===== src/rtl/supply_sup_pkg.sv =====
package supply_sup_pkg;

  typedef enum logic [1:0] {
    U_EMPTY   = 2'd0,
    U_QUAL    = 2'd1,
    U_READY   = 2'd2,
    U_FAILED  = 2'd3
  } unit_st_e;

endpackage


===== src/rtl/supply_unit_mon.sv =====
module supply_unit_mon
  import supply_sup_pkg::*;
#(
  parameter int DBNC_W     = 8,
  parameter int SETTLE_TMO = 16
) (
  input  logic              clk,
  input  logic              rst_n,
  input  logic              present,
  input  logic              good,
  input  logic              pg,
  input  logic              en,
  input  logic [DBNC_W-1:0] dbnc_cycles,
  output unit_st_e          st,
  output logic              eligible,
  output logic              settled
);

  localparam int TMR_W = $clog2(SETTLE_TMO + 1);
  localparam logic [TMR_W-1:0] TMR_LAST = TMR_W'(SETTLE_TMO - 1);

  unit_st_e          st_q;
  logic [DBNC_W-1:0] cnt_q;
  logic [TMR_W-1:0]  tmr_q;
  logic              settled_q;
  logic [DBNC_W:0]   need;
  logic              settle_fail;
  logic              pg_drop;

  assign need        = (dbnc_cycles == '0) ? (DBNC_W+1)'(1) : {1'b0, dbnc_cycles};
  assign settle_fail = en && !settled_q && !pg && (tmr_q == TMR_LAST);
  assign pg_drop     = en && settled_q && !pg;

  always_ff @(posedge clk) begin
    if (!rst_n) begin
      st_q  <= U_EMPTY;
      cnt_q <= '0;
    end else if (!present) begin
      st_q  <= U_EMPTY;
      cnt_q <= '0;
    end else begin
      case (st_q)
        U_EMPTY: begin
          st_q  <= U_QUAL;
          cnt_q <= '0;
        end
        U_QUAL: begin
          if (!good) begin
            cnt_q <= '0;
          end else if (({1'b0, cnt_q} + 1'b1) >= need) begin
            st_q  <= U_READY;
            cnt_q <= '0;
          end else begin
            cnt_q <= cnt_q + 1'b1;
          end
        end
        U_READY: begin
          if (!good || settle_fail || pg_drop) st_q <= U_FAILED;
        end
        default: st_q <= U_FAILED;
      endcase
    end
  end

  always_ff @(posedge clk) begin
    if (!rst_n) begin
      settled_q <= 1'b0;
      tmr_q     <= '0;
    end else if (!en || st_q != U_READY) begin
      settled_q <= 1'b0;
      tmr_q     <= '0;
    end else if (!settled_q) begin
      if (pg) settled_q <= 1'b1;
      else    tmr_q     <= tmr_q + 1'b1;
    end
  end

  assign st       = st_q;
  assign eligible = (st_q == U_READY);
  assign settled  = settled_q;


  dbnc_restart_chk: assert property (@(posedge clk) disable iff (!rst_n)
    (st_q == U_QUAL && !good) |=> (st_q != U_READY));


  fail_hold_chk: assert property (@(posedge clk) disable iff (!rst_n)
    (st_q == U_FAILED && present) |=> (st_q == U_FAILED));

endmodule


===== src/rtl/supply_rot_ctrl.sv =====
module supply_rot_ctrl #(
  parameter int N     = 3,
  parameter int IDX_W = 2,
  parameter int ROT_W = 16
) (
  input  logic             clk,
  input  logic             rst_n,
  input  logic             share,
  input  logic [ROT_W-1:0] rot_interval,
  input  logic [N-1:0]     elig,
  input  logic [N-1:0]     settled,
  output logic [N-1:0]     en,
  output logic [IDX_W-1:0] act_idx,
  output logic             act_vld,
  output logic             handing
);

  logic [IDX_W-1:0] act_q, act_n, nxt_q, nxt_n;
  logic             vld_q, vld_n, hand_q, hand_n;
  logic [ROT_W-1:0] tmr_q, tmr_n;
  logic [N-1:0]     en_q, en_n;
  logic [IDX_W:0]   pick_fail, pick_rot;
  logic [$clog2(N+1)-1:0] n_elig;

  // Cyclic search: first set bit of mask after index 'from' (from itself last).
  function automatic logic [IDX_W:0] pick_next(input logic [IDX_W-1:0] from,
                                               input logic [N-1:0] mask);
    logic [IDX_W:0] r;
    r = '0;
    for (int k = N; k >= 1; k--) begin
      int j;
      j = (int'(from) + k) % N;
      if (mask[j]) r = {1'b1, IDX_W'(j)};
    end
    return r;
  endfunction

  function automatic logic [N-1:0] onehot(input logic [IDX_W-1:0] i);
    logic [N-1:0] v;
    v = '0;
    v[i] = 1'b1;
    return v;
  endfunction

  assign n_elig    = $countones(elig);
  assign pick_fail = pick_next(vld_q ? act_q : IDX_W'(N-1), elig);
  assign pick_rot  = pick_next(act_q, elig & ~onehot(act_q));

  always_comb begin
    act_n  = act_q;
    nxt_n  = nxt_q;
    vld_n  = vld_q;
    hand_n = hand_q;
    tmr_n  = tmr_q;
    if (share) begin
      vld_n  = 1'b0;
      hand_n = 1'b0;
      tmr_n  = '0;
    end else if (!vld_q || !elig[act_q]) begin
      tmr_n  = '0;
      hand_n = 1'b0;
      if (vld_q && hand_q && elig[nxt_q]) begin
        act_n = nxt_q;
      end else begin
        vld_n = pick_fail[IDX_W];
        act_n = pick_fail[IDX_W-1:0];
      end
    end else if (hand_q) begin
      if (!elig[nxt_q]) begin
        hand_n = 1'b0;
        tmr_n  = '0;
      end else if (settled[nxt_q]) begin
        act_n  = nxt_q;
        hand_n = 1'b0;
        tmr_n  = '0;
      end
    end else begin
      if (rot_interval == '0 || n_elig < 2) begin
        tmr_n = '0;
      end else if (tmr_q >= rot_interval - 1'b1) begin
        tmr_n  = '0;
        hand_n = pick_rot[IDX_W];
        nxt_n  = pick_rot[IDX_W-1:0];
      end else begin
        tmr_n = tmr_q + 1'b1;
      end
    end

    if (share)      en_n = elig;
    else if (vld_n) en_n = onehot(act_n) | (hand_n ? onehot(nxt_n) : '0);
    else            en_n = '0;
  end

  always_ff @(posedge clk) begin
    if (!rst_n) begin
      act_q  <= '0;
      nxt_q  <= '0;
      vld_q  <= 1'b0;
      hand_q <= 1'b0;
      tmr_q  <= '0;
      en_q   <= '0;
    end else begin
      act_q  <= act_n;
      nxt_q  <= nxt_n;
      vld_q  <= vld_n;
      hand_q <= hand_n;
      tmr_q  <= tmr_n;
      en_q   <= en_n;
    end
  end

  assign en      = en_q;
  assign act_idx = act_q;
  assign act_vld = vld_q;
  assign handing = hand_q;


  hs_single_chk: assert property (@(posedge clk) disable iff (!rst_n)
    (!share && !$past(share) && !hand_q) |-> ($countones(en_q) <= 1));


  mbb_overlap_chk: assert property (@(posedge clk) disable iff (!rst_n)
    hand_q |-> (vld_q && en_q[act_q] && en_q[nxt_q]));


  no_rot_single_chk: assert property (@(posedge clk) disable iff (!rst_n)
    (!share && !hand_q && n_elig < 2) |=> !hand_q);

endmodule


===== src/rtl/supply_supervisor.sv =====
module supply_supervisor
  import supply_sup_pkg::*;
#(
  parameter int N_UNITS    = 3,
  parameter int DBNC_W     = 8,
  parameter int ROT_W      = 16,
  parameter int SETTLE_TMO = 16,
  localparam int IDX_W     = (N_UNITS > 1) ? $clog2(N_UNITS) : 1
) (
  input  logic                 clk,
  input  logic                 rst_n,
  input  logic                 share_mode,
  input  logic [ROT_W-1:0]     rot_interval,
  input  logic [DBNC_W-1:0]    dbnc_cycles,
  input  logic [N_UNITS-1:0]   unit_present,
  input  logic [N_UNITS-1:0]   unit_good,
  input  logic [N_UNITS-1:0]   unit_pg,
  output logic [N_UNITS-1:0]   unit_en,
  output logic                 alarm,
  output logic [IDX_W-1:0]     active_idx,
  output logic                 active_vld,
  output logic                 handover,
  output logic [2*N_UNITS-1:0] unit_status
);

  logic [N_UNITS-1:0] elig, settled, failed;

  for (genvar g = 0; g < N_UNITS; g++) begin : g_unit
    unit_st_e st;
    supply_unit_mon #(.DBNC_W(DBNC_W), .SETTLE_TMO(SETTLE_TMO)) u_mon (
      .clk         (clk),
      .rst_n       (rst_n),
      .present     (unit_present[g]),
      .good        (unit_good[g]),
      .pg          (unit_pg[g]),
      .en          (unit_en[g]),
      .dbnc_cycles (dbnc_cycles),
      .st          (st),
      .eligible    (elig[g]),
      .settled     (settled[g])
    );
    assign failed[g]            = (st == U_FAILED);
    assign unit_status[2*g +: 2] = st;
  end

  supply_rot_ctrl #(.N(N_UNITS), .IDX_W(IDX_W), .ROT_W(ROT_W)) u_ctrl (
    .clk          (clk),
    .rst_n        (rst_n),
    .share        (share_mode),
    .rot_interval (rot_interval),
    .elig         (elig),
    .settled      (settled),
    .en           (unit_en),
    .act_idx      (active_idx),
    .act_vld      (active_vld),
    .handing      (handover)
  );

  assign alarm = |failed;

endmodule


===== config.mk =====
export PLATFORM = sky130hd
export DESIGN_NAME = supply_supervisor
export DESIGN_NICKNAME = d
export VERILOG_FILES = /design/src/rtl/supply_sup_pkg.sv /design/src/rtl/supply_unit_mon.sv /design/src/rtl/supply_rot_ctrl.sv /design/src/rtl/supply_supervisor.sv
export SDC_FILE = /design/constraint.sdc
export NUM_CORES = 1
export LEC_CHECK = 0
export BUFFER_PORTS_ARGS = -buffer_cell sky130_fd_sc_hd__buf_2
export CAP_MARGIN = 5
export CORE_MARGIN = 3
export CORE_UTILIZATION = 60
export CTS_CLUSTER_SIZE = 10
export DETAILED_ROUTE_END_ITERATION = 16
export PLACE_DENSITY_LB_ADDON = 0.15
export SKIP_CTS_REPAIR_TIMING = 1
export SYNTH_ARGS = -nofsm -noshare
export SYNTH_HDL_FRONTEND = slang
export SYNTH_SLANG_ARGS = --single-unit

===== constraint.sdc =====
create_clock -name clk -period 4 [get_ports clk]
set_clock_uncertainty 0.05 [all_clocks]
set_input_delay 0.4 -clock clk [delete_from_list [all_inputs] [get_ports clk]]
set_output_delay 0.4 -clock clk [all_outputs]
set_load 0.05 [all_outputs]

### Yosys cells after proc, flatten, opt, wreduce, memory -nomap -nowiden

Cells that the tools add are included.

| storage, ports and cells | value |
|---|---|
| input bits | 36 |
| flip-flop bits (word level) | 73 |
| logic and storage cells | 257 |
| output and inout port bits | 14 |

| cells by class | value |
|---|---|
| $lt $le $gt $ge | 18 |
| muxes and demuxes | 94 |
| reduce and logical (&&, ||, !) cells | 67 |
| eq/ne operators | 25 |
| bitwise operators | 10 |
| $add $sub $neg | 19 |
| div/mod/pow operators | 6 |

Operator list:

| kind | count |
|---|---|
| < comparator 32 x 4 -> 1 bit (second input constant) | 6 |
| remainder unit 32 x 3 -> 32 bit (second input constant) | 6 |
| two-way mux 16 bit | 5 |
| two-way mux 8 bit | 7 |
| case mux 8 bit (2 select lines) | 3 |
| two-way mux 2 bit | 21 |
| two-way mux 1 bit | 34 |
| adder 8 x 1 -> 9 bit (second input constant) | 3 |
| two-way mux 3 bit | 9 |
| adder 8 x 1 -> 8 bit (second input constant) | 3 |
| logical AND 1 bit | 20 |
| binary-select mux 1 bit (select 2 bit) | 9 |
| >= comparator 9 bit | 2 |
| inequality test 2 bit (second input constant) | 9 |
| case mux 2 bit (3 select lines) | 3 |
| adder 16 x 1 -> 16 bit (second input constant) | 1 |
| >= comparator 16 bit | 1 |
| logical NOT 16 bit | 1 |
| subtractor 16 x 1 -> 16 bit (second input constant) | 1 |
| adder 5 x 1 -> 5 bit (second input constant) | 3 |
| equality test 5 x 4 -> 1 bit (second input constant) | 3 |
| logical NOT 1 bit | 14 |
| adder 2 x 2 -> 3 bit (second input constant) | 4 |
| equality test 2 bit (second input constant) | 6 |
| other kinds (23) | 65 |

### Longest topological paths before layout

Gate-level depths: netlist of run 1.

| logic depth | value |
|---|---|
| depth after elaboration | 25 |
| depth in mapped cells | 15 |
| gate-level depth less buffers | 14 |

### Cells and area by module

From an unflattened synthesis of run 1, not the netlist that was laid out.

| second synthesis, totals | value |
|---|---|
| cell total of the unflattened synthesis | 623 |
| area total of the unflattened synthesis | 5,360.1 um^2 |

By module, submodules not included:

| module | area each (um^2) | instances | cells each | seq. area each (um^2) |
|---|---|---|---|---|
| supply_rot_ctrl | 2,382.3 | 1 | 288 | 500.5 |
| supply_unit_mon (g_unit[0].u_mon ...) | 974.7 | 2 | 107 | 320.3 |
| supply_unit_mon (g_unit[2].u_mon) | 1,014.7 | 1 | 119 | 320.3 |
| supply_supervisor | 13.8 | 1 | 2 | 0.0 |

### Worst setup path before layout of run 1

No wires, ideal clock.

| timing | value |
|---|---|
| path kind | input to register |
| from | input rot_interval[2] |
| to | register u_ctrl.en_q[0] (netlist: u_ctrl.en[0]) |
| slack | 667 ps |
| required time | 3,863 ps |
| arrival | 3,196 ps |
| setup time | 87 ps |
| cell stages on the path | 13 |
| path through | nor3_1 > nand2_1 > nor3_1 > nand2_1 > or2_2 > nor4_1 > xnor2_1 > ha_1 > a21oi_1 > o21ai_0 > o21ai_2 > mux2_2 > o31ai_1 |

| between the ends | value |
|---|---|
| word-level cells in the longest chain between the ends | 15 |

RTL lines:

| what | RTL line | RTL |
|---|---|---|
| start: declaration | supply_supervisor.sv:13 | `input logic [ROT_W-1:0] rot_interval,` |
| subtractor 16 x 1 -> 16 bit | supply_rot_ctrl.sv:80 | `end else if (tmr_q >= rot_interval - 1'b1) begin` |
| >= comparator 16 bit | supply_rot_ctrl.sv:80 |  |
| two-way mux 2 bit | supply_rot_ctrl.sv:80 |  |
| two-way mux 2 bit | supply_rot_ctrl.sv:78 | `if (rot_interval == '0 \|\| n_elig < 2) begin` |
| two-way mux 2 bit | supply_rot_ctrl.sv:68 | `end else if (hand_q) begin` |
| two-way mux 2 bit | supply_rot_ctrl.sv:59 | `end else if (!vld_q \|\| !elig[act_q]) begin` |
| two-way mux 2 bit | supply_rot_ctrl.sv:55 | `if (share) begin` |
| < comparator 2 x 3 -> 1 bit (implied by the code) or >= comparator 2 x 1 -> 1 bit (tied branches) | supply_rot_ctrl.sv:41 | `v[i] = 1'b1;` |
| logical AND 1 bit (implied by the code) | supply_rot_ctrl.sv:41 |  |
| two-way mux 1 bit (implied by the code) | supply_rot_ctrl.sv:41 |  |
| demux 1 bit (select 2 bit) | n/a |  |
| two-way mux 3 bit (*) | supply_rot_ctrl.sv:90 | `else if (vld_n) en_n = onehot(act_n) \| (hand_n ? onehot(nxt_n) : '0);` |
| bitwise OR 3 bit (*) | supply_rot_ctrl.sv:90 |  |
| two-way mux 3 bit (*) | supply_rot_ctrl.sv:90 |  |
| two-way mux 3 bit (*) | supply_rot_ctrl.sv:89 | `if (share) en_n = elig;` |
| end signal: assignment | supply_rot_ctrl.sv:108 | `en_q <= en_n;` |
| end: declaration | supply_rot_ctrl.sv:21 | `logic [N-1:0] en_q, en_n;` |

Every way passes the cells marked *; elsewhere a longest branch is shown, timed or not.
A chain may end at the register's enable or synchronous reset.

### Final worst setup path of run 1

Same ends and word-level chain as after synthesis.

==> flow_summary.toml, run 1 <==
[power]
power_density_nw_per_um2 = 273
peakVddDrop_v = 0.000227
power_mw = 1.58
p_leak_nw = 2.46

[worst_setup_path]
path_delay_family = "simple AND/OR/NAND/NOR gates"
arrival_ns = 3.62
cp-start-kind = "input pin"
rrSetupSlack_ns = 1.15
crit_fanout = 6
critPathKind = "in2reg"
crit_path_max_incr_delay_ns = 0.37
worstPathRequired_ns = 4.22
path_buf_inv = 1
cp_slowest_cell = "mux2_2"
path_cells = "buf_2, nor3_1, nand2_1, nor3_1, nand2_1, or2_2, nor4_1, xnor2_1, ha_1, a21oi_1, o21ai_0, o21ai_2, mux2_2, o31ai_1"
crit_path_end_kind = "register"

[yosys]
ys.flop_type = "dfxtp_1"
syn-num-nets = 751
avgSynthCellArea_sq_um = 8.05
syn-cell-area_sq_um = 5290
synth-seq-area-share_pct = 27.6
yosysWarnings = 0
yosysUniqueCellTypes = 82
synthCells = 657
synth_edf_count = 0
synth-seq-cells = 73
ys_async_sr_fraction_pct = 0

[clock_network]
htree_num_levels = 3
cts_root_buffer = "clkbuf_8"
cts.sinks = 73
numCtsBuffers = 9
clock_latency_ns = 0.35
clk_pin_slew_ns = 0.08
cts_max_path_buffers = 2
cts_tree = "done"

[final_layout]
multi_input_area_sq_um = 3530
layout_common_cells = "dfxtp_1 (73), nand2_1 (67), nor2_1 (64), ha_1 (58), buf_2 (49)"
drive_gt1_share_pct = 13.6
final_area_sq_um = 5790
final_cells = 809
final_common_cell = "dfxtp_1"
antenna-diode-count = 0
fin_nets = 793
seq_area_sq_um = 1460
fill_cells = 722
utilization_pct = 69.1
area_growth_pct = 9.46

[global_route]
antenna_found_initial = 0
grt.total_usage_pct = 26.2
grt_max_degree = 22
grt_pass1_vias = 4729
grt_overflow = 0
grt_pass1_wl_um = 21500

[die]
die_width_um = 99.9
die-height_um = 99.9
ios = 50
start_util_pct = 63.1
coreArea_sq_um = 8380
rows = 33
dieArea_sq_um = 9980

[timing]
max_slew_margin_pct = 36.8
finalSetupTns_ns = 0
final-hold-violation-count = 0
setup_ws_ns = 0.604
min_period_ns = 3.40
hold_slack_ns = 0.266
max_clock_freq_ghz = 0.294
finalCritPeriodShare_pct = 84.9
setup_violations = 0
final_max_slew_viol_count = 0
tightestPinTransition_ns = 0.943
rsz0062_at_grt = "false"

[outcome]
outcome = "finished, final reports clean"

[detailed_routing]
drt_first_pass_iters = 5
routed_wl_um = 12600
drt-wirelength-per-cell_um = 15.6
num_vias = 4911
first_iter_violations = 293
post_drt_via_cell_ratio = 6.07
drc = 0
ant_nets = 0

[flow_run]
drv_cap = 0

[place]
place_congestion = 0.939
placedInstanceArea_sq_um = 5560
io_buffers = 49
dp_cells = 793
pre_cts_ws_ns = 0.317
place_hpwl_um = 9550

[worst_hold_path]
hold_path.class = "in2reg"
-- routing by layer --
layer,up-vias,GRT usage [%],part of all wire [%]
met5,-,0,0
met4,0,9.77,2.5
met3,35,4.52,4.5
met2,135,45.2,49
met1,2303,32.8,44
li1,2438,-,-
-- final timing paths --
kind                            start                       end  cells after the start
max                   rot_interval[2]              u_ctrl.en[0]                     14
min                      unit_good[2]     g_unit[2].u_mon.st[0]                      2
max reg2reg  g_unit[1].u_mon.cnt_q[0]  g_unit[1].u_mon.cnt_q[2]                      9
min reg2reg  g_unit[0].u_mon.cnt_q[7]  g_unit[0].u_mon.cnt_q[7]                      2
-- layout make-up --
cell class,instances,share of cell area [%]
inverter,46,2.98
clock buffer,10,2.38
tap,105,2.27
sequential,73,25.2
multi-input combinational,517,60.9
timing repair buffer,52,4.63
clock inverter,6,1.56
-- where the power goes --
part	internal (mW)	switching, mW
Combinational	0.0624	0.110
Clock	0.370	0.294
Sequential	0.731	0.0118
Total	1.16	0.416
-- synth_stat cells, types with 3 or more instances --
master	n	area [sq um]
o22ai_1	3	18.8
buf_1	4	15.0
a31oi_1	5	31.3
ha_1	58	726
nor4_1	8	50.1
o21ai_0	38	190
a21oi_1	20	100
inv_1	44	165
nand3b_1	4	30.0
buf_4	5	37.5
nor3_1	12	60.1
clkbuf_1	5	18.8
dfxtp_1	73	1460
nand4_1	13	81.3
or2_2	6	37.5
xor2_1	21	184
a21o_1	3	22.5
nor2_1	64	240
o21a_1	7	52.6
a211oi_1	7	52.6
nand2_1	67	251
nor2b_1	14	87.6
and3_1	18	113
mux2i_1	3	30.0
nand3_1	36	180
nand2b_1	8	50.1
xnor2_1	29	254
o2111ai_1	11	96.3
-- worst reg2reg max path: stages, from the launching register on --
cell       delay [ns]
dfxtp_1          0.43
ha_1             0.25
and3_1           0.22
nor2b_1          0.07
or2_2            0.30
ha_1             0.28
o21a_1           0.12
a2111oi_2        0.74
o21ai_0          0.21
nand3_1          0.12
-- flip-flops by register name, summed over array words and instances, names as in the netlist --
signal / count
g_unit.u_mon.settled: 3
u_ctrl.act_idx: 2
g_unit.u_mon.st: 6
u_ctrl.handing: 1
u_ctrl.tmr_q: 16
g_unit.u_mon.cnt_q: 24
u_ctrl.en: 3
u_ctrl.act_vld: 1
g_unit.u_mon.tmr_q: 15
u_ctrl.nxt_q: 2
-- cells by family after synthesis --
group                    count (synthesis)  synth area share (%)
AND/OR/NAND/NOR                        267                  25.2
AO/OA/AOI/OAI                          135                  18.1
flip-flops                              73                  27.6
buffers and inverters                   67                  5.65
adder cells (fa/ha/maj)                 59                  13.9
XOR/XNOR                                50                  8.28
multiplexers                             6                  1.21
Note: power is estimated with default switching activity, not from simulation.
==> run 2, diff against run 1 <==
Settings changed: CORE_UTILIZATION 60 to 55.
Clock period 4 ns to 3.03 ns, I/O delays scaled along.
==> flow_summary.toml, run 2 (synthesis gave the netlist of run 1 again) <==
[worst_hold_path]
hold_path.class = "in2reg"

[clock_network]
clk_pin_slew_ns = 0.08
cts_tree = "done"
htree_num_levels = 3
cts.sinks = 73
numCtsBuffers = 9
cts_max_path_buffers = 2
clock_latency_ns = 0.34
cts_root_buffer = "clkbuf_8"

[final_layout]
final_common_cell = "dfxtp_1"
antenna-diode-count = 0
area_growth_pct = 13.7
fin_nets = 819
multi_input_area_sq_um = 3580
final_area_sq_um = 6010
reg_top3 = "g_unit.u_mon.cnt_q x24, u_ctrl.tmr_q x16, g_unit.u_mon.tmr_q x15"
drive_gt1_share_pct = 17.6
seq_area_sq_um = 1460
final_cells = 856
fill_cells = 830
largest_reg_flops = 24
layout_common_cells = "dfxtp_1 (73), nand2_1 (67), nor2_1 (64), ha_1 (58), buf_2 (49)"
utilization_pct = 64.7
top_register = "g_unit.u_mon.cnt_q"

[worst_setup_path]
cp_slowest_cell = "o41ai_2"
arrival_ns = 3.07
cpMostUsedCell = "ha_1"
path_cells = "buf_2, inv_1, ha_1, nor2b_2, nand2_1, nor4_2, xnor2_1, ha_1, nand4_1, o41ai_2, o31a_1, o21ai_2, buf_4, mux2i_2, o311ai_2"
crit_path_max_incr_delay_ns = 0.39
cp-start-kind = "input pin"
crit_fanout = 4
crit_path_end_kind = "register"
critPathKind = "in2reg"
worstPathRequired_ns = 3.24

[timing]
rsz0062_at_grt = "true"
setup_ws_ns = 0.161
final-hold-violation-count = 0
min_period_ns = 2.87
finalCritPeriodShare_pct = 94.7
max_clock_freq_ghz = 0.349
max_slew_margin_pct = 49.7
tightestPinTransition_ns = 0.749
final_max_slew_viol_count = 0
setup_violations = 0

[die]
dieArea_sq_um = 10800
rows = 35
ios = 50
coreArea_sq_um = 9280
die_width_um = 104
die-height_um = 104
start_util_pct = 57.0

[detailed_routing]
drt_first_pass_iters = 5
drc = 0
ant_nets = 0
routed_wl_um = 12800
post_drt_via_cell_ratio = 5.82
first_iter_violations = 276
drt-wirelength-per-cell_um = 15.0
num_vias = 4978

[global_route]
grt_overflow = 0
gr-usage-met3_pct = 5.90
grt.busiest_layer = "met2"
antenna_found_initial = 0
met2_usage_pct = 40.7
grt_pass1_vias = 4821
grt_pass1_wl_um = 21900
grt_max_degree = 22
grt_use_met1_pct = 30.2
grt.total_usage_pct = 23.8

[power]
combPwrFrac_pct = 13.4
p_sw_mw = 0.503
power_frac_seq_pct = 50.9
p_leak_nw = 2.56
power_density_nw_per_um2 = 320
peakVddDrop_v = 0.000192
internal_power_mw = 1.42
switching_share_pct = 26.2
clock_power_share_pct = 35.7

[place]
dp_cells = 843
io_buffers = 49
placedInstanceArea_sq_um = 5810
place_hpwl_um = 10100
place_congestion = 0.916
pre_cts_ws_ns = -0.235

[outcome]
outcome = "finished, final reports clean"

[flow_run]
drv_cap = 0
## run 2: final cells by class
class                      instances  share of cell area [%]
multi-input combinational        517                    59.6
tap                              129                    2.69
sequential                        73                    24.3
inverter                          46                    2.87
timing repair buffer              78                    7.70
clock buffer                      13                    2.81
## run 2: power groups by stage
| stage | logic, mW | registers, mW | clock network, mW |
|---|---|---|---|
| global route | 0.283 | 0.980 | 0.748 |
| floorplan | 0.135 | 1.02 | 0 |
| finish | 0.257 | 0.979 | 0.686 |
| CTS | 0.253 | 0.979 | 0.705 |
| detailed placement | 0.252 | 1.00 | 0 |
| global placement | 0.242 | 1.00 | 0 |
## run 2: final timing paths
check	slack [ns]	startpoint	end	cells past startpoint
setup / recovery	0.16	rot_interval[0]	u_ctrl.en[2]	15
hold / removal	0.19	unit_present[0]	g_unit[0].u_mon.st[1]	2
hold reg to reg	0.44	g_unit[0].u_mon.cnt_q[7]	g_unit[0].u_mon.cnt_q[7]	2
setup reg to reg	0.27	u_ctrl.tmr_q[0]	u_ctrl.en[2]	11
## run 2: worst max-delay path, delay by kind of cell
| kind | cells | cell delay [ns] |
|---|---|---|
| adders and majority gates | 2 | 0.49 |
| xor gates and xnor gates | 1 | 0.11 |
| and+or+nand+nor | 4 | 0.61 |
| muxes | 1 | 0.16 |
| AOI/OAI and AO/OA | 4 | 1.04 |
| buffers and inverters | 3 | 0.35 |
## run 2: per-layer routing
layer / vias to the layer above / wire length (um)
li1: 2488 / -
met1: 2334 / 5640
met2: 140 / 6210
met3: 16 / 818
met4: 0 / 176
met5: - / 0
## run 2: metrics by stage
step,setup TNS (ns),power (mW),hold slack [ns]
6_report,0,1.92,0.192
2_1_floorplan,0,1.15,0.384
3_5_place_dp,-2.34,1.25,0.425
5_1_grt,-0.0457,2.01,0.180
3_3_place_gp,-0.0607,1.24,0.413
4_1_cts,0,1.94,0.176
==> run 3, diff against run 2 <==
Settings changed: REMOVE_ABC_BUFFERS set to 1.
==> flow_summary.toml, run 3 (synthesis gave the netlist of run 1 again) <==
[timing]
tightestPinTransition_ns = 0.726
final-hold-violation-count = 0
finalSetupTns_ns = 0
min_period_ns = 2.74
max_slew_margin_pct = 50.9
finalCritPeriodShare_pct = 90.3
rsz0062_at_grt = "false"
max_clock_freq_ghz = 0.365
final_max_slew_viol_count = 0
setup_violations = 0

[detailed_routing]
post_drt_via_cell_ratio = 5.82
drt-wirelength-per-cell_um = 15.2
ant_nets = 0
drt_first_pass_iters = 5
routed_wl_um = 13100
num_vias = 5002
drc = 0
first_iter_violations = 166

[worst_setup_path]
r2r-start = "u_ctrl.act_idx[0]"
cp-start-kind = "register"
worstPathRequired_ns = 3.23
r2r_cells = 8
critPathKind = "reg2reg"
r2r_end = "u_ctrl.en[1]"
crit_fanout = 7
rrSetupSlack_ns = 0.29
arrival_ns = 2.94
crit_path_end_kind = "register"

[die]
dieArea_sq_um = 10800
die-height_um = 104
coreArea_sq_um = 9280
die_width_um = 104
start_util_pct = 57.0
rows = 35
ios = 50

[worst_hold_path]
hold_path.class = "in2reg"
hold_end = "g_unit[0].u_mon.st[0]"
hold_path_depth = 2
holdCritStartpoint = "unit_good[0]"

[final_layout]
layout_common_cells = "dfxtp_1 (73), nand2_1 (67), nor2_1 (64), ha_1 (58), buf_2 (49)"
multi_input_area_sq_um = 3570
largest_reg_flops = 24
drive_gt1_share_pct = 17.5
final_cells = 859
final_common_cell = "dfxtp_1"
antenna-diode-count = 0
top_register = "g_unit.u_mon.cnt_q"
seq_area_sq_um = 1460
fill_cells = 817
reg_top3 = "g_unit.u_mon.cnt_q x24, u_ctrl.tmr_q x16, g_unit.u_mon.tmr_q x15"
fin_nets = 819
area_growth_pct = 14.0

[clock_network]
numCtsBuffers = 9
cts_tree = "done"
cts_root_buffer = "clkbuf_8"
cts_max_path_buffers = 2
clock_latency_ns = 0.35
htree_num_levels = 3
cts.sinks = 73
clk_pin_slew_ns = 0.08

[place]
io_buffers = 49
place_congestion = 0.924
dp_cells = 843
place_hpwl_um = 9990

[global_route]
grt_pass1_wl_um = 22500
antenna_found_initial = 0
grt_pass1_vias = 4825
grt.total_usage_pct = 24.5
grt_overflow = 0
grt_max_degree = 22

[outcome]
outcome = "finished, final reports clean"

[power]
p_leak_nw = 2.58
power_density_nw_per_um2 = 336
peakVddDrop_v = 0.000321

[flow_run]
drv_cap = 0
==> run 3: critical path: stages, from the launching register on <==
cell,delay (ns)
dfxtp_1,0.48
nand2_1,0.14
ha_1,0.44
mux2i_1,0.21
o22ai_1,0.13
or4_4,0.55
a32oi_2,0.27
o221ai_2,0.12
a32o_1,0.24
==> run 3: area by class of cell <==
type / count / share of cell area [%]
clock buffer: 10 / 2.28
clock inverter: 6 / 1.08
inverter: 46 / 2.86
multi-input combinational: 517 / 59.2
sequential: 73 / 24.2
tap: 129 / 2.68
timing repair buffer: 78 / 7.68
==> run 3: worst max path at each step <==
| stage | startpoint | end | slack (ns) | cells after the start |
|---|---|---|---|---|
| detailed placement | rot_interval[2] | u_ctrl.tmr_q[15] | -0.28 | 14 |
| global placement | rot_interval[2] | u_ctrl.en[2] | -0.17 | 15 |
| global route | rot_interval[2] | u_ctrl.en[2] | 0.009 | 16 |
| finish | u_ctrl.act_idx[0] | u_ctrl.en[1] | 0.29 | 8 |
| CTS | rot_interval[2] | u_ctrl.tmr_q[15] | 0.08 | 14 |
| floorplan | rot_interval[2] | u_ctrl.tmr_q[0] | -0.34 | 13 |
==> run 3: per-stage QoR <==
stage / total power, mW / util (%) / worst slack, ns / instance area [sq um] / hold WS [ns]
2_1_floorplan: 1.14 / - / -0.343 / 5160 / 0.345
3_3_place_gp: 1.24 / 62.3 / -0.174 / 5790 / 0.405
3_5_place_dp: 1.25 / 62.3 / -0.281 / 5790 / 0.412
4_1_cts: 2.03 / 64.5 / 0.0777 / 5990 / 0.171
5_1_grt: 2.11 / 64.9 / 0.00904 / 6030 / 0.180
6_report: 2.03 / 64.9 / 0.292 / 6030 / 0.182
==> run 3: where the power goes <==
part / internal (mW) / switching (mW) / total (mW)
clock network: 0.404 / 0.390 / 0.795
logic: 0.0987 / 0.153 / 0.252
registers: 0.966 / 0.0152 / 0.981
==> run 3: metal layers <==
| metal | track usage, % | vias up | wire [um] |
|---|---|---|---|
| met5 | 0 | - | 0 |
| met4 | 9.40 | 0 | 332 |
| met3 | 3.60 | 29 | 577 |
| met2 | 39.3 | 147 | 6030 |
| met1 | 33.4 | 2333 | 6150 |
| li1 | - | 2493 | - |
